[config.mk]
export PLATFORM = sky130hd
export DESIGN_NAME = cw_resolver
export DESIGN_NICKNAME = d
export VERILOG_FILES = /design/src/rtl/cwr_pkg.sv /design/src/rtl/cwr_ctrl.sv /design/src/rtl/cwr_datapath.sv /design/src/rtl/cw_resolver.sv
export SDC_FILE = /design/constraint.sdc
export NUM_CORES = 1
export LEC_CHECK = 0
export BUFFER_PORTS_ARGS = -buffer_cell sky130_fd_sc_hd__buf_4
export CAP_MARGIN = 20
export CORE_ASPECT_RATIO = 0.7
export CORE_MARGIN = 2
export CORE_UTILIZATION = 50
export CTS_CLUSTER_SIZE = 12
export DETAILED_ROUTE_END_ITERATION = 7
export GPL_TIMING_DRIVEN = 1
export PLACE_DENSITY = 0.84
export SLEW_MARGIN = 40
export SYNTH_ARGS = -nofsm -noshare
export SYNTH_HDL_FRONTEND = slang
export SYNTH_SLANG_ARGS = --single-unit
[constraint.sdc]
create_clock -name clk -period 6.3 [get_ports clk]
set_clock_uncertainty 0.05 [all_clocks]
set_input_delay 0.945 -clock clk [delete_from_list [all_inputs] [get_ports clk]]
set_output_delay 0.945 -clock clk [all_outputs]
set_load 0.005 [all_outputs]
[src/rtl/cwr_pkg.sv]
package cwr_pkg;
  typedef enum logic [1:0] {
    MODE_AGREE  = 2'd0,
    MODE_ROTATE = 2'd1,
    MODE_RANK   = 2'd2,
    MODE_ADD    = 2'd3
  } wmode_e;

  typedef enum logic [1:0] {
    ST_IDLE  = 2'd0,
    ST_DONE  = 2'd1,
    ST_FAIL  = 2'd2,
    ST_RETRY = 2'd3
  } pe_st_e;

  typedef struct packed {
    logic commit;     // a write will be issued this cycle
    logic useSum;     // store the combined sum
    logic needEqual;  // all-agree check in force
  } strobe_t;
endpackage

[src/rtl/cwr_ctrl.sv]
module cwr_ctrl
  import cwr_pkg::*;
#(
  parameter int NUM_PE = 4,
  parameter int ADDR_W = 8,
  localparam int IDX_W = (NUM_PE > 1) ? $clog2(NUM_PE) : 1
) (
  input  logic                     clk,
  input  logic                     rst_n,
  input  logic [1:0]               mode,
  input  logic [NUM_PE-1:0]        wrValid,
  input  logic [NUM_PE*ADDR_W-1:0] wrAddr,
  input  logic                     allEqual,
  output strobe_t                  strb,
  output logic [NUM_PE-1:0]        contMask,
  output logic [IDX_W-1:0]         winIdx,
  output logic [ADDR_W-1:0]        tgtAddr,
  output logic [2*NUM_PE-1:0]      peStatus
);
  logic [ADDR_W-1:0] addrArr [NUM_PE];
  logic [IDX_W-1:0]  tgtIdx, arbIdx, ptrQ, ptrNext;
  logic              anyValid;
  wmode_e            modeE;
  logic [1:0]        stNext [NUM_PE];

  assign modeE    = wmode_e'(mode);
  assign anyValid = |wrValid;

  for (genvar g = 0; g < NUM_PE; g++) begin : g_addr
    assign addrArr[g]  = wrAddr[g*ADDR_W +: ADDR_W];
    assign contMask[g] = wrValid[g] && (addrArr[g] == tgtAddr);
  end

  // lowest-index valid writer defines the address served this cycle
  always_comb begin
    tgtIdx = '0;
    for (int i = NUM_PE - 1; i >= 0; i--) begin
      if (wrValid[i]) tgtIdx = IDX_W'(i);
    end
  end
  assign tgtAddr = addrArr[tgtIdx];

  // rotating choice: first contender at or above the pointer, wrapping
  always_comb begin
    arbIdx = tgtIdx;
    for (int k = NUM_PE - 1; k >= 0; k--) begin
      int j;
      j = int'(ptrQ) + k;
      if (j >= NUM_PE) j = j - NUM_PE;
      if (contMask[j]) arbIdx = IDX_W'(j);
    end
  end

  assign winIdx = (modeE == MODE_ROTATE) ? arbIdx : tgtIdx;

  always_comb begin
    strb.needEqual = (modeE == MODE_AGREE);
    strb.useSum    = (modeE == MODE_ADD);
    strb.commit    = anyValid && ((modeE != MODE_AGREE) || allEqual);
  end

  always_comb begin
    for (int i = 0; i < NUM_PE; i++) begin
      if (!wrValid[i])       stNext[i] = ST_IDLE;
      else if (!contMask[i]) stNext[i] = ST_RETRY;
      else begin
        unique case (modeE)
          MODE_AGREE: stNext[i] = allEqual ? ST_DONE : ST_FAIL;
          MODE_ADD:   stNext[i] = ST_DONE;
          default:    stNext[i] = (IDX_W'(i) == winIdx) ? ST_DONE : ST_FAIL;
        endcase
      end
    end
  end

  assign ptrNext = (winIdx == IDX_W'(NUM_PE - 1)) ? '0 : winIdx + 1'b1;

  always_ff @(posedge clk or negedge rst_n) begin
    if (!rst_n) begin
      ptrQ     <= '0;
      peStatus <= '0;
    end else begin
      if (anyValid && modeE == MODE_ROTATE) ptrQ <= ptrNext;
      for (int i = 0; i < NUM_PE; i++) peStatus[2*i +: 2] <= stNext[i];
    end
  end
endmodule

[src/rtl/cwr_datapath.sv]
module cwr_datapath
  import cwr_pkg::*;
#(
  parameter int NUM_PE = 4,
  parameter int ADDR_W = 8,
  parameter int DATA_W = 8,
  localparam int IDX_W = (NUM_PE > 1) ? $clog2(NUM_PE) : 1,
  localparam int SUM_W = DATA_W + IDX_W
) (
  input  logic                     clk,
  input  logic                     rst_n,
  input  strobe_t                  strb,
  input  logic [NUM_PE-1:0]        contMask,
  input  logic [IDX_W-1:0]         winIdx,
  input  logic [ADDR_W-1:0]        tgtAddr,
  input  logic [NUM_PE*DATA_W-1:0] wrData,
  output logic                     allEqual,
  output logic                     memWe,
  output logic [ADDR_W-1:0]        memAddr,
  output logic [DATA_W-1:0]        memData,
  output logic                     sumOverflow
);
  logic [DATA_W-1:0] dataArr [NUM_PE];
  logic [DATA_W-1:0] refData, wData;
  logic [SUM_W-1:0]  sumAll;
  logic              ovf;

  for (genvar g = 0; g < NUM_PE; g++) begin : g_data
    assign dataArr[g] = wrData[g*DATA_W +: DATA_W];
  end

  assign refData = dataArr[winIdx];

  always_comb begin
    allEqual = 1'b1;
    sumAll   = '0;
    for (int i = 0; i < NUM_PE; i++) begin
      if (contMask[i]) begin
        if (dataArr[i] != refData) allEqual = 1'b0;
        sumAll = sumAll + {{IDX_W{1'b0}}, dataArr[i]};
      end
    end
  end

  assign wData = strb.useSum ? sumAll[DATA_W-1:0] : refData;
  assign ovf   = strb.useSum && (|sumAll[SUM_W-1:DATA_W]);

  always_ff @(posedge clk or negedge rst_n) begin
    if (!rst_n) begin
      memWe       <= 1'b0;
      memAddr     <= '0;
      memData     <= '0;
      sumOverflow <= 1'b0;
    end else begin
      memWe       <= strb.commit;
      memAddr     <= strb.commit ? tgtAddr : '0;
      memData     <= strb.commit ? wData : '0;
      sumOverflow <= strb.commit && ovf;
    end
  end
endmodule

[src/rtl/cw_resolver.sv]
module cw_resolver
  import cwr_pkg::*;
#(
  parameter int NUM_PE = 4,
  parameter int ADDR_W = 8,
  parameter int DATA_W = 8
) (
  input  logic                     clk,
  input  logic                     rst_n,
  input  logic [1:0]               mode,
  input  logic [NUM_PE-1:0]        wrValid,
  input  logic [NUM_PE*ADDR_W-1:0] wrAddr,
  input  logic [NUM_PE*DATA_W-1:0] wrData,
  output logic                     memWe,
  output logic [ADDR_W-1:0]        memAddr,
  output logic [DATA_W-1:0]        memData,
  output logic                     sumOverflow,
  output logic [2*NUM_PE-1:0]      peStatus
);
  localparam int IDX_W = (NUM_PE > 1) ? $clog2(NUM_PE) : 1;

  strobe_t           strb;
  logic [NUM_PE-1:0] contMask;
  logic [IDX_W-1:0]  winIdx;
  logic [ADDR_W-1:0] tgtAddr;
  logic              allEqual;

  cwr_ctrl #(.NUM_PE(NUM_PE), .ADDR_W(ADDR_W)) ctrl_i (
    .clk(clk), .rst_n(rst_n), .mode(mode), .wrValid(wrValid),
    .wrAddr(wrAddr), .allEqual(allEqual), .strb(strb),
    .contMask(contMask), .winIdx(winIdx), .tgtAddr(tgtAddr),
    .peStatus(peStatus)
  );

  cwr_datapath #(.NUM_PE(NUM_PE), .ADDR_W(ADDR_W), .DATA_W(DATA_W)) dp_i (
    .clk(clk), .rst_n(rst_n), .strb(strb), .contMask(contMask),
    .winIdx(winIdx), .tgtAddr(tgtAddr), .wrData(wrData),
    .allEqual(allEqual), .memWe(memWe), .memAddr(memAddr),
    .memData(memData), .sumOverflow(sumOverflow)
  );
endmodule

==> flow_summary.rst <==
.. list-table::
   :header-rows: 1

   * - Metric
     - Value
   * - Wire length reported by the detailed router
     - 17970 um
   * - Count of max-cap constraint violations
     - 0
   * - Count of placed standard cells including taps
     - 844
   * - Standard cell with the maximum stage delay on the critical path
     - sky130_fd_sc_hd__or3_1
   * - Unrepaired setup endpoints after global routing
     - no
   * - Largest fanout on the critical path
     - 11
   * - Initial standard-cell utilization of the core
     - 0.5220
   * - Multiplexer share of the synthesized area
     - 0.04021
   * - Buffers & Inverters on Critical Path
     - 3
   * - Critical R2R Launch
     - ctrl_i.ptrQ[1]
   * - Core Area
     - 9180 um2
   * - Synth warn
     - 0
   * - Data required, critical path
     - 6430 ps
   * - Post-synthesis sequential area ratio
     - 0.1462
   * - Largest net degree at the start of global routing
     - 29
   * - Kind of start point of the critical path
     - input pin
   * - Die width
     - 121.0 um
   * - HPWL Detailed
     - 14340 um
   * - Worst-case setup margin in the final layout
     - 363.9 ps
   * - Post-CTS Hold Buffers
     - 0
   * - Area share of xor/xnor cells in the synthesized design
     - 0.1005
   * - Final standard cell area without fillers
     - 5779 um2
   * - Flop2flop setup slack
     - 2340 ps
   * - Clock slew at reported path FFs
     - 70 ps
   * - Type of the tightest min-delay check
     - in -> async
   * - Maximum count of clock buffers along a single path
     - 2
   * - Setup fix buffers added after clock tree synthesis
     - 0
   * - Row cnt
     - 29
   * - Number of port buffers
     - 97
   * - Top cell family by delay on the critical path
     - compound AO/OA/AOI/OAI gates
   * - Dominant synthesized flop cell
     - sky130_fd_sc_hd__dfrtp_1
   * - Post-synthesis simple-gate area fraction
     - 0.2399
   * - Cell types with the largest area share after synthesis
     - sky130_fd_sc_hd__dfrtp_1 (15%), sky130_fd_sc_hd__ha_1 (8.9%), sky130_fd_sc_hd__a21oi_1 (5.7%), sky130_fd_sc_hd__xnor2_1 (5.5%), sky130_fd_sc_hd__nand2_1 (5.2%)
   * - DIE AREA
     - 10400 um2
   * - Destination of the worst register-to-register timing path
     - dp_i.memData[1]
   * - Post-CTS Resized
     - 0
   * - Yosys reg bits
     - 28
   * - Count of pins on the block boundary
     - 98
   * - Outcome
     - completed
   * - Via density per instance
     - 6.521
   * - Detailed-route via count
     - 5530
   * - Library cell with the largest summed area after synthesis
     - sky130_fd_sc_hd__dfrtp_1
   * - # setup viols final
     - 0
   * - Number of hold-slack violations in the final timing report
     - 0
   * - Sum of overflow across all layers after global routing
     - 0
   * - Slowest stage delay, CP
     - 430 ps
   * - Number of synthesized flops with an enable pin
     - 0
   * - Average detailed-routed wire length per instance
     - 21.19 um
   * - DRT antenna net count
     - 0
   * - Dominant combinational cell family by area after synthesis
     - compound AO/OA/AOI/OAI gates
   * - Antenna violations before repair
     - 0
   * - Cell area after placement
     - 5668 um2
   * - Root Driver
     - sky130_fd_sc_hd__clkbuf_16
   * - Fillcell total
     - 835
   * - Crit Path Category
     - in -> reg
   * - Syn_area_per_cell
     - 7.523 um2
   * - Power density over the cells
     - 154.1 nW/um2
   * - Share of the clock period used by the worst path after layout
     - 0.9422
   * - Critical path, cell by cell
     - buf_4 > or2_0 > a21o_1 > and2_1 > xnor2_1 > or3_1 > buf_4 > a21oi_2 > inv_1 > ha_1 > a21o_1 > a21oi_1 > o21bai_1 > a21oi_1 > o21ai_0 > xnor2_1 > o21ai_0 > ha_1 > o21a_1 > o21ai_1 > nor2_1 > a221o_1 > a211oi_1
   * - Htree depth
     - 1
   * - Reg2reg path depth
     - 9
   * - Netlist area before placement
     - 4792 um2
   * - Wire length of the first global-routing pass
     - 27990 um
   * - Total chip power
     - 0.8904 mW
   * - Share of synthesized cell area in full adder, half adder and majority cells
     - 0.1013
   * - All-Layer GR Usage
     - 0.3456
   * - Later-pin clock latency in the skew report
     - 270 ps
   * - Arrival time at the worst endpoint
     - 6070 ps
   * - Area fraction in compound gates after synthesis
     - 0.3005
   * - 1st-pass router iterations
     - 7
   * - Post-layout net count
     - 834
   * - Endpoint type of the worst setup path
     - flip-flop
   * - Cells after synthesis
     - 637
   * - Height of the die
     - 85.91 um
   * - Number of sinks on the clock net
     - 28
   * - Final number of max-transition violations
     - 0
   * - Sum of negative setup slack
     - 0 ps
   * - Area growth syn-to-layout
     - 20.60%
   * - Number of diodes
     - 0
   * - Share of cells above drive strength 1
     - 0.2169
   * - Number of distinct library cells after synthesis
     - 81
   * - Area fraction of the dominant cell type after synthesis
     - 0.1462
   * - Slew at the pin closest to its max-slew limit
     - 712.4 ps
   * - Max_slew headroom
     - 0.5214
   * - VDD IR max
     - 0.1276 mV
   * - Clock tree from TritonCTS
     - yes
   * - Post-Synthesis Net Count
     - 746
   * - FMAX
     - 168.5 MHz
   * - Post-layout instance count excluding filler cells
     - 848
   * - Min Clock Period, post-route
     - 5936 ps
   * - Weighted congestion reported at the end of routability-driven placement
     - 1.019
   * - Worst slack at placement
     - -48.56 ps
   * - Post-route DRC
     - 0
   * - Leak pwr
     - 2.580 nW
   * - DR iter-0 viols
     - 791
   * - FFs w/ async S/R, synth
     - 1.000
   * - CTS buffer count
     - 3
   * - Via count of the first global-routing pass
     - 5148
==> synthesized netlist by cell type, drive strengths merged, types with 3 or more instances <==
library cell / n
nand2: 66
a21oi: 56
inv: 49
o21ai: 44
nor2: 36
ha: 34
xnor2: 30
dfrtp: 28
xor2: 25
clkbuf: 22
nand3: 17
nor3: 15
a211oi: 13
a21o: 12
buf: 12
mux2: 10
o211ai: 10
a211o: 9
and2: 9
nor2b: 9
mux2i: 8
nand3b: 8
a31oi: 7
nand4: 7
a221oi: 6
and3: 5
and3b: 5
nor3b: 5
nor4b: 5
o22ai: 5
or3: 5
a21boi: 4
nand2b: 4
nor4: 4
or2: 4
fa: 3
o21a: 3
o21bai: 3
o2bb2ai: 3
o31ai: 3
==> layout by cell type (no fill, tap or decap), types with 6 or more instances in the layout <==
master	Yosys	layout
sky130_fd_sc_hd__buf_4	0	117
sky130_fd_sc_hd__nand2_1	66	66
sky130_fd_sc_hd__a21oi_1	55	54
sky130_fd_sc_hd__inv_1	49	49
sky130_fd_sc_hd__o21ai_0	43	40
sky130_fd_sc_hd__nor2_1	36	36
sky130_fd_sc_hd__ha_1	34	33
sky130_fd_sc_hd__xnor2_1	30	30
sky130_fd_sc_hd__dfrtp_1	28	28
sky130_fd_sc_hd__xor2_1	25	25
sky130_fd_sc_hd__nand3_1	17	17
sky130_fd_sc_hd__nor3_1	14	14
sky130_fd_sc_hd__a21o_1	12	12
sky130_fd_sc_hd__mux2_2	10	10
sky130_fd_sc_hd__nor2b_1	9	9
sky130_fd_sc_hd__a211o_1	9	9
sky130_fd_sc_hd__and2_1	9	9
sky130_fd_sc_hd__o211ai_1	9	9
sky130_fd_sc_hd__a211oi_1	9	9
sky130_fd_sc_hd__nand3b_1	8	8
sky130_fd_sc_hd__mux2i_1	8	8
sky130_fd_sc_hd__nand4_1	6	6
==> final cells by class <==
cell class                 instances  area [um2]  share of cell area
clock buffer                       3       75.07             0.01299
clock inverter                     1       30.03            0.005196
inverter                          49       183.9             0.03183
multi-input combinational        526        3756              0.6499
sequential                        28       700.7              0.1212
tap                              124       155.1             0.02685
timing repair buffer             117       878.3              0.1520
==> registers in the layout, indices dropped and copies added, names as in the netlist <==
name              count
dp_i.memData          8
ctrl_i.ptrQ           2
dp_i.memWe            1
dp_i.memAddr          8
dp_i.sumOverflow      1
ctrl_i.peStatus       8
==> worst reg2reg max path, delay by kind of cell, from the launching register on <==
| family | cells | cell delay, ps |
|---|---|---|
| DFF | 1 | 500 |
| and+or+nand+nor | 1 | 550 |
| buffers and inverters | 1 | 230 |
| muxes | 1 | 340 |
| AOI/OAI and AO/OA | 6 | 2120 |
==> kinds of logic after synthesis <==
kind of cell / count (synthesis)
multiplexers: 18
XOR/XNOR: 55
buffers and inverters: 83
AND/OR/NAND/NOR: 212
flip-flops: 28
adder cells (fa/ha/maj): 37
AO/OA/AOI/OAI: 204
==> per-stage QoR <==
step / utilization / hold WS, ps
CTS: 0.6289 / 541.5
finish: 0.6295 / 532.4
floorplan: - / 476.5
detailed placement: 0.6174 / 549.2
global route: 0.6295 / 555.0
global placement: 0.6174 / 536.4
==> worst max path at each step <==
stage          startpoint               end  slack [ps]  depth (start not counted)
6_report       wrValid[1]  dp_i.sumOverflow         360                         23
5_1_grt        wrValid[1]  dp_i.sumOverflow          40                         24
4_1_cts        wrValid[1]  dp_i.sumOverflow         240                         24
3_5_place_dp   wrValid[1]  dp_i.sumOverflow         -50                         24
3_3_place_gp   wrValid[1]  dp_i.sumOverflow         220                         24
2_1_floorplan  wrValid[3]  dp_i.sumOverflow         390                         25
==> metal layers <==
metal  track usage  routed length [um]  up-vias
li1              -                   -     2495
met1        0.5045                7755     2592
met2        0.4796                7295      397
met3        0.1383                2618       46
met4       0.05497                 295        0
met5       0.03365                   0        -
==> where the power goes <==
part	switching, mW	internal, mW	leakage [nW]
Combinational	0.278	0.201	2.19
Clock	0.0648	0.127	0.0511
Sequential	0.0156	0.203	0.334
Power figures use the tool's default switching activity.
